==> src/rtl/uart_rx_queue_pkg.sv <==
package uart_rx_queue_pkg;
  localparam int unsigned RXQ_DEPTH_DEF  = 4;
  localparam int unsigned RXQ_DATA_W_DEF = 8;

  typedef enum logic [1:0] {
    WR_NONE    = 2'd0,
    WR_APPEND  = 2'd1,
    WR_REPLACE = 2'd2
  } wr_mode_e;
endpackage

==> src/rtl/uart_rx_queue_ctrl.sv <==
module uart_rx_queue_ctrl
  import uart_rx_queue_pkg::*;
#(
  parameter int unsigned DEPTH = RXQ_DEPTH_DEF,
  localparam int unsigned PTR_W = $clog2(DEPTH),
  localparam int unsigned CNT_W = PTR_W + 1
) (
  input  logic             clk,
  input  logic             rst_n,
  input  logic             clr_i,
  input  logic             push_i,
  input  logic             pop_i,
  output logic             pop_ok_o,
  output logic             wr_en_o,
  output logic [PTR_W-1:0] wr_addr_o,
  output logic [PTR_W-1:0] rd_addr_o,
  output logic             nonempty_o,
  output logic             fills_o,
  output logic             empties_o
);
  localparam logic [CNT_W-1:0] CNT_FULL = CNT_W'(DEPTH);

  logic [PTR_W-1:0] rptr_q, rptr_d, wptr_q, wptr_d;
  logic [CNT_W-1:0] cnt_q, cnt_d, cnt_mid;
  logic             pop_ok, upd_en;
  wr_mode_e         mode;

  always_comb begin
    pop_ok  = pop_i && (cnt_q != '0);
    cnt_mid = cnt_q - CNT_W'(pop_ok);
    rptr_d  = rptr_q + PTR_W'(pop_ok);
    wptr_d  = wptr_q;
    cnt_d   = cnt_mid;
    mode    = WR_NONE;
    if (push_i) begin
      if (cnt_mid == CNT_FULL) begin
        mode = WR_REPLACE;
      end else begin
        mode   = WR_APPEND;
        wptr_d = wptr_q + PTR_W'(1);
        cnt_d  = cnt_mid + CNT_W'(1);
      end
    end
    if (clr_i) begin
      mode   = WR_NONE;
      rptr_d = '0;
      wptr_d = '0;
      cnt_d  = '0;
    end
    upd_en = clr_i || pop_ok || push_i;
  end

  always_comb begin
    wr_en_o   = (mode != WR_NONE);
    wr_addr_o = (mode == WR_REPLACE) ? (wptr_q - PTR_W'(1)) : wptr_q;
    rd_addr_o = rptr_q;
    pop_ok_o  = pop_ok && !clr_i;
    nonempty_o = (cnt_q != '0);
    fills_o   = !clr_i && push_i && (cnt_d == CNT_FULL);
    empties_o = !clr_i && pop_ok && (cnt_d == '0);
  end

  always_ff @(posedge clk or negedge rst_n) begin
    if (!rst_n) begin
      rptr_q <= '0;
      wptr_q <= '0;
      cnt_q  <= '0;
    end else if (upd_en) begin
      rptr_q <= rptr_d;
      wptr_q <= wptr_d;
      cnt_q  <= cnt_d;
    end
  end

  p_cnt_bound_r1: assert property (@(posedge clk) disable iff (!rst_n)
    cnt_q <= CNT_FULL);
  p_full_hold_r2: assert property (@(posedge clk) disable iff (!rst_n)
    (cnt_q == CNT_FULL && push_i && !pop_i && !clr_i) |=> (cnt_q == CNT_FULL && $stable(wptr_q)));
  p_empty_pop_r5: assert property (@(posedge clk) disable iff (!rst_n)
    (cnt_q == '0 && pop_i && !push_i && !clr_i) |=> (cnt_q == '0 && $stable(rptr_q)));
  p_same_count_r9: assert property (@(posedge clk) disable iff (!rst_n)
    (cnt_q != '0 && pop_i && push_i && !clr_i) |=> $stable(cnt_q));
  p_clear_r8: assert property (@(posedge clk) disable iff (!rst_n)
    clr_i |=> (cnt_q == '0));
endmodule

==> src/rtl/uart_rx_queue_store.sv <==
module uart_rx_queue_store
  import uart_rx_queue_pkg::*;
#(
  parameter int unsigned DEPTH  = RXQ_DEPTH_DEF,
  parameter int unsigned DATA_W = RXQ_DATA_W_DEF,
  localparam int unsigned PTR_W = $clog2(DEPTH)
) (
  input  logic              clk,
  input  logic              rst_n,
  input  logic              wr_en_i,
  input  logic [PTR_W-1:0]  wr_addr_i,
  input  logic [DATA_W-1:0] wr_data_i,
  input  logic [PTR_W-1:0]  rd_addr_i,
  output logic [DATA_W-1:0] rd_data_o
);
  logic [DATA_W-1:0] mem_q [DEPTH];

  for (genvar i = 0; i < DEPTH; i++) begin : g_entry
    logic ent_en;
    assign ent_en = wr_en_i && (wr_addr_i == PTR_W'(i));
    always_ff @(posedge clk or negedge rst_n) begin
      if (!rst_n) begin
        mem_q[i] <= '0;
      end else if (ent_en) begin
        mem_q[i] <= wr_data_i;
      end
    end
  end

  assign rd_data_o = mem_q[rd_addr_i];
endmodule

==> src/rtl/uart_rx_queue_flags.sv <==
module uart_rx_queue_flags (
  input  logic clk,
  input  logic rst_n,
  input  logic clr_i,
  input  logic push_i,
  input  logic pop_ok_i,
  input  logic fills_i,
  input  logic empties_i,
  input  logic brk_i,
  output logic rdy_o,
  output logic full_o,
  output logic brk_pulse_o
);
  logic rdy_q, rdy_d, full_q, full_d, brk_q, brk_d;

  always_comb begin
    rdy_d  = rdy_q;
    full_d = full_q;
    if (pop_ok_i)  full_d = 1'b0;
    if (empties_i) rdy_d  = 1'b0;
    if (push_i)    rdy_d  = 1'b1;
    if (fills_i)   full_d = 1'b1;
    if (clr_i) begin
      rdy_d  = 1'b0;
      full_d = 1'b0;
    end
    brk_d = brk_i && !clr_i;
  end

  always_ff @(posedge clk or negedge rst_n) begin
    if (!rst_n) begin
      rdy_q  <= 1'b0;
      full_q <= 1'b0;
      brk_q  <= 1'b0;
    end else begin
      rdy_q  <= rdy_d;
      full_q <= full_d;
      brk_q  <= brk_d;
    end
  end

  assign rdy_o       = rdy_q;
  assign full_o      = full_q;
  assign brk_pulse_o = brk_q;

  p_push_ready_r3: assert property (@(posedge clk) disable iff (!rst_n)
    (push_i && !clr_i) |=> rdy_q);
  p_pop_unfull_r4: assert property (@(posedge clk) disable iff (!rst_n)
    (pop_ok_i && !push_i && !clr_i) |=> !full_q);
  p_brk_pulse_r6: assert property (@(posedge clk) disable iff (!rst_n)
    (brk_i && !clr_i) |=> (brk_q && rdy_q));
  p_flags_clear_r8: assert property (@(posedge clk) disable iff (!rst_n)
    clr_i |=> (!rdy_q && !full_q));
endmodule

==> src/rtl/uart_rx_queue.sv <==
module uart_rx_queue
  import uart_rx_queue_pkg::*;
#(
  parameter int unsigned DEPTH  = RXQ_DEPTH_DEF,
  parameter int unsigned DATA_W = RXQ_DATA_W_DEF
) (
  input  logic              clk,
  input  logic              rst_n,
  input  logic              rx_enable,
  input  logic              rx_clear,
  input  logic              push_valid,
  input  logic [DATA_W-1:0] push_data,
  input  logic              brk_event,
  input  logic              pop,
  output logic [DATA_W-1:0] pop_data,
  output logic              rx_ready,
  output logic              rx_full,
  output logic              can_accept,
  output logic              brk_pulse
);
  localparam int unsigned PTR_W = $clog2(DEPTH);

  logic              push_any, pop_ok, wr_en, nonempty, fills, empties;
  logic [PTR_W-1:0]  wr_addr, rd_addr;
  logic [DATA_W-1:0] wr_data, rd_data;

  assign push_any = push_valid || brk_event;
  assign wr_data  = brk_event ? '0 : push_data;

  uart_rx_queue_ctrl #(.DEPTH(DEPTH)) u_ctrl (
    .clk        (clk),
    .rst_n      (rst_n),
    .clr_i      (rx_clear),
    .push_i     (push_any),
    .pop_i      (pop),
    .pop_ok_o   (pop_ok),
    .wr_en_o    (wr_en),
    .wr_addr_o  (wr_addr),
    .rd_addr_o  (rd_addr),
    .nonempty_o (nonempty),
    .fills_o    (fills),
    .empties_o  (empties)
  );

  uart_rx_queue_store #(.DEPTH(DEPTH), .DATA_W(DATA_W)) u_store (
    .clk       (clk),
    .rst_n     (rst_n),
    .wr_en_i   (wr_en),
    .wr_addr_i (wr_addr),
    .wr_data_i (wr_data),
    .rd_addr_i (rd_addr),
    .rd_data_o (rd_data)
  );

  uart_rx_queue_flags u_flags (
    .clk         (clk),
    .rst_n       (rst_n),
    .clr_i       (rx_clear),
    .push_i      (push_any),
    .pop_ok_i    (pop_ok),
    .fills_i     (fills),
    .empties_i   (empties),
    .brk_i       (brk_event),
    .rdy_o       (rx_ready),
    .full_o      (rx_full),
    .brk_pulse_o (brk_pulse)
  );

  assign pop_data   = nonempty ? rd_data : '0;
  assign can_accept = rx_enable && !rx_full;

  p_empty_zero_r5: assert property (@(posedge clk) disable iff (!rst_n)
    !rx_ready |-> (pop_data == '0));
  p_break_zero_r6: assert property (@(posedge clk) disable iff (!rst_n)
    (brk_event && !rx_clear && !rx_ready) |=> (pop_data == '0 && rx_ready));
endmodule

==> config.mk <==
export PLATFORM = sky130hd
export DESIGN_NAME = uart_rx_queue
export DESIGN_NICKNAME = d
export VERILOG_FILES = /design/src/rtl/uart_rx_queue_pkg.sv /design/src/rtl/uart_rx_queue_ctrl.sv /design/src/rtl/uart_rx_queue_store.sv /design/src/rtl/uart_rx_queue_flags.sv /design/src/rtl/uart_rx_queue.sv
export SDC_FILE = /design/constraint.sdc
export NUM_CORES = 1
export LEC_CHECK = 0
export BUFFER_PORTS_ARGS = -buffer_cell sky130_fd_sc_hd__buf_4
export CORE_AREA = 2 2 65 67
export CTS_CLUSTER_DIAMETER = 40
export DETAILED_ROUTE_END_ITERATION = 8
export DIE_AREA = 0 0 67 69
export PLACE_DENSITY = 0.8
export SYNTH_ARGS = -nofsm -noshare
export SYNTH_HDL_FRONTEND = slang
export SYNTH_SLANG_ARGS = --single-unit
==> constraint.sdc <==
create_clock -name clk -period 6.13 [get_ports clk]
set_clock_uncertainty 0.1 [all_clocks]
set_input_delay 0.613 -clock clk [delete_from_list [all_inputs] [get_ports clk]]
set_output_delay 0.613 -clock clk [all_outputs]
set_load 0.05 [all_outputs]
# --- After elaboration in Yosys (flattened, before gate mapping) ---
# Cells that the tools add are included.
classes:
  add_sub_neg: 5
  magnitude_cmp: 1
  n_reduce_logical: 24
  bitwise: 1
  eq_ne: 7
  n_mux: 22
ops:
  columns: ["cell", "count"]
  rows:
  - ["$mux W8", 4]
  - ["$bmux W8 S2", 1]
  - ["$mux W2", 8]
  - ["$logic_and A1 B1 Y1", 11]
  - ["$mux W3", 3]
  - ["$reduce_bool A3 Y1", 3]
  - ["$eq A2 B2 Y1 const B", 3]
  - ["$eq A3 B3 Y1 const B", 2]
  - ["$mux W1", 6]
  - ["$reduce_bool A2 Y1", 2]
  - ["$add A3 B1 Y3 const B", 1]
  - ["$ge A3 B3 Y1 const B", 1]
  - ["$logic_not A3 Y1", 1]
  - ["$logic_or A1 B1 Y1", 3]
  - ["$not A2 Y3", 1]
  - ["$reduce_and A3 Y1", 1]
  - ["$sub A3 B1 Y3", 1]
  - ["$add A2 B1 Y2", 1]
  - ["$add A2 B1 Y2 const B", 1]
  - ["$eq A2 B1 Y1 const B", 1]
  - ["$logic_not A1 Y1", 2]
  - ["$logic_not A2 Y1", 1]
  - ["$ne A2 B2 Y1 const B", 1]
  - ["$sub A2 B1 Y2 const B", 1]
totals:
  reg_bits: 42
  elab_cells: 70
  in_bits: 15

# --- Depth between registers and ports, before layout ---
depth:
  word_depth: 12
  mapped_depth: 10

# --- Hierarchy ---
# A second synthesis with hierarchy kept.
hier_totals:
  cells_unflattened: 179
  area_unflattened_um2: 2263.4
modules_own_cells:
  columns: ["module", "instances", "area_each_um2", "cells_per_inst"]
  rows:
  - ["uart_rx_queue_store", 1, 1401.3, 78]
  - ["uart_rx_queue_ctrl", 1, 638.1, 73]
  - ["uart_rx_queue", 1, 112.6, 18]
  - ["uart_rx_queue_flags", 1, 111.4, 10]

# --- Worst setup path after synthesis ---
# Ideal clock, no wire load.
synth_path:
  kind: "flip-flop to flip-flop"
  startpoint: "reg u_ctrl.cnt_q[2]"
  endpoint: "reg u_store.mem_q[16] (netlist name)"
  stages_incl_launch_ff: 10
  slack_ns: 3.614
  required_ns: 5.905
  setup_ns: 0.125
  t_arrival_ns: 2.292
  n_path_buf: 2
  cell_sequence: "dfrtp_1 -> clkbuf_1 -> nor2_1 -> nor2_1 -> ha_1 -> ha_1 -> clkbuf_1 -> nand4_1 -> a21oi_4 -> mux2_2"
synth_between:
  elab_chain_len: 11
  elab_cells_between_ends: 12
  cone_classes: "add/sub (1); eq/ne (3); mux (4); reduce/logical (4)"
synth_lines:
  columns: ["item", "line", "text"]
  rows:
  - ["start: declaration", "uart_rx_queue_ctrl.sv:24", "logic [CNT_W-1:0] cnt_q, cnt_d, cnt_mid;"]
  - ["start signal: assignment", "uart_rx_queue_ctrl.sv:71", "cnt_q <= cnt_d;"]
  - ["$reduce_bool A3 Y1", "uart_rx_queue_ctrl.sv:29", "pop_ok = pop_i && (cnt_q != '0);"]
  - ["$logic_and A1 B1 Y1", "uart_rx_queue_ctrl.sv:29", null]
  - ["$sub A3 B1 Y3 (*)", "uart_rx_queue_ctrl.sv:30", "cnt_mid = cnt_q - CNT_W'(pop_ok);"]
  - ["$eq A3 B3 Y1 (*)", "uart_rx_queue_ctrl.sv:36", "if (cnt_mid == CNT_FULL) begin"]
  - ["$mux W2 (*)", "uart_rx_queue_ctrl.sv:36", null]
  - ["$mux W2 (*)", "uart_rx_queue_ctrl.sv:35", "if (push_i) begin"]
  - ["$mux W2 (*)", "uart_rx_queue_ctrl.sv:44", "if (clr_i) begin"]
  - ["$eq A2 B2 Y1", "uart_rx_queue_ctrl.sv:55", "wr_addr_o = (mode == WR_REPLACE) ? (wptr_q - PTR_W'(1)) : wptr_q;"]
  - ["$mux W2", "uart_rx_queue_ctrl.sv:55", null]
  - ["$eq A2 B1 Y1", "uart_rx_queue_store.sv:20", "assign ent_en = wr_en_i && (wr_addr_i == PTR_W'(i));"]
  - ["$logic_and A1 B1 Y1 (*)", "uart_rx_queue_store.sv:20", null]
  - ["end signal: indexed assignment", "uart_rx_queue_store.sv:25", "mem_q[i] <= wr_data_i;"]
  - ["end: declaration", "uart_rx_queue_store.sv:16", "logic [DATA_W-1:0] mem_q [DEPTH];"]
# Every way passes the cells marked *; elsewhere a longest branch is shown, timed or not.
# A chain may end at the register's enable or synchronous reset.

# --- Worst setup path after layout ---
layout_path:
  startpoint: "reg u_ctrl.cnt_q[0]"
  endpoint: "reg u_store.mem_q[15] (netlist name)"
layout_between:
  elab_chain_len: 11
  elab_cells_between_ends: 12
  cone_classes: "add/sub (1); eq/ne (3); mux (4); reduce/logical (4)"
layout_lines:
  columns: ["item", "line"]
  rows:
  - ["$reduce_bool A3 Y1", "uart_rx_queue_ctrl.sv:29"]
  - ["$logic_and A1 B1 Y1", "uart_rx_queue_ctrl.sv:29"]
  - ["$sub A3 B1 Y3 (*)", "uart_rx_queue_ctrl.sv:30"]
  - ["$eq A3 B3 Y1 (*)", "uart_rx_queue_ctrl.sv:36"]
  - ["$mux W2 (*)", "uart_rx_queue_ctrl.sv:36"]
  - ["$mux W2 (*)", "uart_rx_queue_ctrl.sv:35"]
  - ["$mux W2 (*)", "uart_rx_queue_ctrl.sv:44"]
  - ["$eq A2 B2 Y1", "uart_rx_queue_ctrl.sv:55"]
  - ["$mux W2", "uart_rx_queue_ctrl.sv:55"]
  - ["$eq A2 B2 Y1", "uart_rx_queue_store.sv:20"]
  - ["$logic_and A1 B1 Y1 (*)", "uart_rx_queue_store.sv:20"]
# Marks and branches as above.

==> flow_summary.yaml <==
power:
  p_sw_frac: 0.392
  p_leak_uw: 0.00118
  vdd.ir_drop.worst_v: 0.000225
  comb_power_share: 0.459
  design_power_total_uw: 1280
  clock_power_share: 0.166
  total_switching_power_uw: 503
  pwr_density_cell_nw_per_um2: 497
  seq_power_share: 0.376
  power.internal_uw: 780
routing:
  vias: 1571
  via_per_inst: 5.97
  dr.pass1.iters: 4
  route.antenna.remaining_nets: 0
  drt_wl_total_mm: 4.68
  routed_wire_length_per_instance_um: 17.8
  drc_errors: 0
  initial_drt_markers: 138
setup_path:
  crit_required_ns: 6.20
  timing.critical_path.slowest_stage_cell: "dfrtp_1"
  critPathMaxStageDelay_ns: 0.51
  criticalPathCategory: "flop to flop"
  number_of_buffer_and_inverter_stages_on_the_critical_path: 0
  crit_path_max_fanout: 12
  startpoint_type: "flop"
  critical_path.top_delay_family: "simple AND/OR/NAND/NOR gates"
  worst_ep_arrival_time_ns: 3.01
  path_cells: "nand2b_1 -> nor2_1 -> ha_1 -> xor2_2 -> and3_1 -> o211a_1 -> mux2_2"
  end_kind: "flop"
floorplan:
  die_x_um: 67
  die_area_sq_um: 4620
  num_io_pins: 27
  placement_rows: 23
  floorplan.initialDensity: 0.582
  fp.coreArea_sq_um: 3910
  floorplan.die.height_um: 69
clocking:
  clkLatencyLatePin_ns: 0.29
  cts_tree: "built"
  level_count_of_the_clock_h_tree: 2
  post_cts.repair.setup_buffers: 0
  post_cts_resized: 0
  cts-buffers-inserted: 5
  maximum_number_of_buffers_from_clock_root_to_sink: 2
  post_cts_hold_buffer_count: 0
  cts_root_buf: "clkbuf_8"
  clock_transition_at_the_registers_of_the_reported_paths_ns: 0.08
  tritoncts_num_sinks: 42
grt:
  grt_max_degree: 43
  grt.overflow.total: 0
  busiest_layer: "met2"
  grtUsageMet3: 0.0604
  grt_antenna_before_repair: 0
  first_pass_grt_wire_length_mm: 8.02
  global_route.usage.met1: 0.276
  gr-usage-all-layers: 0.230
  use_met2: 0.381
  vias_in_the_first_global_route: 1670
placed_design:
  routabilityCongestion: 0.825
  port_buffers: 26
  post-dp-hpwl_mm: 3.24
synth:
  synth-simple-area-share: 0.117
  yosysTopAreaCellShare: 0.462
  synth_adder_area_share: 0.0220
  syn-num-nets: 209
  synth_seq_area_share: 0.462
  yosysWarningCount: 0
  mappedNetlistArea_sq_um: 2280
  syn_avg_cell_area_sq_um: 12.0
  edff_count_synth: 0
  yosys-mux-area-fraction: 0.237
  combinational_family_with_the_most_area_after_synthesis: "multiplexers"
  post_synthesis_register_bit_count: 42
  async_reset_ff_frac: 1.00
  netlist.top_cell.by_area: "dfrtp_1"
  synth.area.top_cells: "dfrtp_1, mux2_2, mux4_2"
  yosys.cell_types.count: 38
  synth_xor_area_frac: 0.0225
  synthesis.instances: 190
  synth-compound-area-share: 0.102
  ys.flop_type: "dfrtp_1"
layout:
  final_nets: 231
  antennaDiodeCount: 0
  nFillCells: 303
  layout-drive-gt1-share: 0.366
  areaGrowthSynthToFinish_pct: 13.5
outcome:
  run_status: "finished clean"
timing:
  timing.final.setup_violations: 0
  max_clock_freq_mhz: 341
  tightest_slew_ns: 1.19
  unrepaired_setup_endpoints_after_global_routing: "false"
  finalHoldViolCount: 0
  finalCritPeriodShare: 0.478
  final_critical_delay_including_setup_and_external_delays_ns: 2.93
  worst_slew_margin_rel: 0.197
  setup_total_negative_slack_ns: 0
  timing.final.max_slew_violations: 0
run:
  max_cap_viol_count: 0
hold_path:
  hold_class: "primary input to asynchronous set/reset pin"
==> kinds of logic after synthesis <==
group | Yosys count
adder cells (fa/ha/maj) | 4
AND/OR/NAND/NOR | 49
buffers and inverters | 18
XOR/XNOR | 5
flip-flops | 42
multiplexers | 40
AO/OA/AOI/OAI | 32
==> flip-flops by register name, indices dropped and copies added (netlist names) <==
name	cells
u_flags.rdy_o	1
u_ctrl.cnt_q	3
u_flags.brk_pulse_o	1
u_ctrl.wptr_q	2
u_flags.full_o	1
u_store.mem_q	32
u_ctrl.rd_addr_o	2
==> layer usage <==
metal  vias up  wire, um
met5         -         0
met4         0        76
met3         6       210
met2        50      2420
met1       792      1970
li1        723         -
==> power groups by stage <==
| stage | Combinational, uW | Clock (uW) | Sequential [uW] |
|---|---|---|---|
| 6_report | 588 | 213 | 482 |
| 3_5_place_dp | 590 | 0 | 486 |
| 2_1_floorplan | 495 | 0 | 440 |
| 5_1_grt | 638 | 229 | 501 |
| 4_1_cts | 592 | 218 | 482 |
| 3_3_place_gp | 567 | 0 | 475 |
==> worst reg2reg max path, delay by kind of cell, from the launching register on <==
kind                     cells  cell delay, ns
adder cells (fa/ha/maj)      1            0.36
XOR/XNOR                     1            0.44
flip-flops                   1            0.51
AO/OA/AOI/OAI                1            0.41
multiplexers                 1            0.39
AND/OR/NAND/NOR              3            0.63
==> synth_stat cells (3+ instances only) <==
cell type / n
ha_1: 4
mux2_2: 32
clkbuf_1: 7
o21ai_0: 7
nor2b_1: 19
nand3_1: 3
mux4_2: 8
inv_1: 7
a21oi_1: 6
xnor2_1: 4
nand2_1: 5
dfrtp_1: 42
nor2_1: 13
==> through the flow <==
step / cells / hold slack, ns / instance area, sq um / setup slack, ns / util
final: 263 / 0.194 / 2580 / 3.20 / 0.660
after global routing: 263 / 0.228 / 2580 / 3.06 / 0.660
after CTS: 263 / 0.211 / 2580 / 3.22 / 0.660
after detailed placement: 255 / 0.392 / 2470 / 3.11 / 0.632
after global placement: 255 / 0.383 / 2470 / 3.25 / 0.632
after floorplan: 190 / 0.217 / 2280 / 3.61 / -
==> worst paths after layout <==
path	startpoint	endpoint	slack (ns)	depth (start not counted)
max	u_ctrl.cnt_q[0]$_DFFE_PN0P_	u_store.mem_q[15]$_DFFE_PN0P_	3.20	7
min reg2reg	u_store.mem_q[13]$_DFFE_PN0P_	u_store.mem_q[13]$_DFFE_PN0P_	0.41	1
min in group clk	u_store.mem_q[13]$_DFFE_PN0P_	u_store.mem_q[13]$_DFFE_PN0P_	0.41	1
max reg2reg	u_ctrl.cnt_q[0]$_DFFE_PN0P_	u_store.mem_q[15]$_DFFE_PN0P_	3.20	7
min	rst_n	u_flags.brk_pulse_o$_DFF_PN0_	0.19	1
max in group asynchronous	rst_n	u_store.mem_q[15]$_DFFE_PN0P_	5.38	1
==> cells in the final DEF (no fill, tap or decap), drive strengths merged, types with 2 or more instances in the layout <==
master  netlist  routed
nand3         3       3
and3          2       2
buf           4      26
ha            4       4
xnor2         4       4
a21oi         8       8
nand2b        2       2
nor2         13      13
mux2         32      32
a31oi         2       2
dfrtp        42      42
clkbuf        7       5
mux4          8       8
nor2b        19      19
inv           7       7
o31ai         2       2
clkinv        0       2
o21bai        2       2
nand2         5       5
o21ai         8       8
==> area by class of cell <==
| cell class | count | area (sq um) | area share |
|---|---|---|---|
| inverters | 7 | 26.3 | 0.0102 |
| well taps | 50 | 62.6 | 0.0242 |
| clock inverters | 3 | 40.0 | 0.0155 |
| multi-input cells | 130 | 1140 | 0.441 |
| flip-flops and latches | 42 | 1050 | 0.407 |
| clock buffers | 5 | 68.8 | 0.0266 |
| repair buffers | 26 | 195 | 0.0755 |
Note: power is estimated with default switching activity, not from simulation.
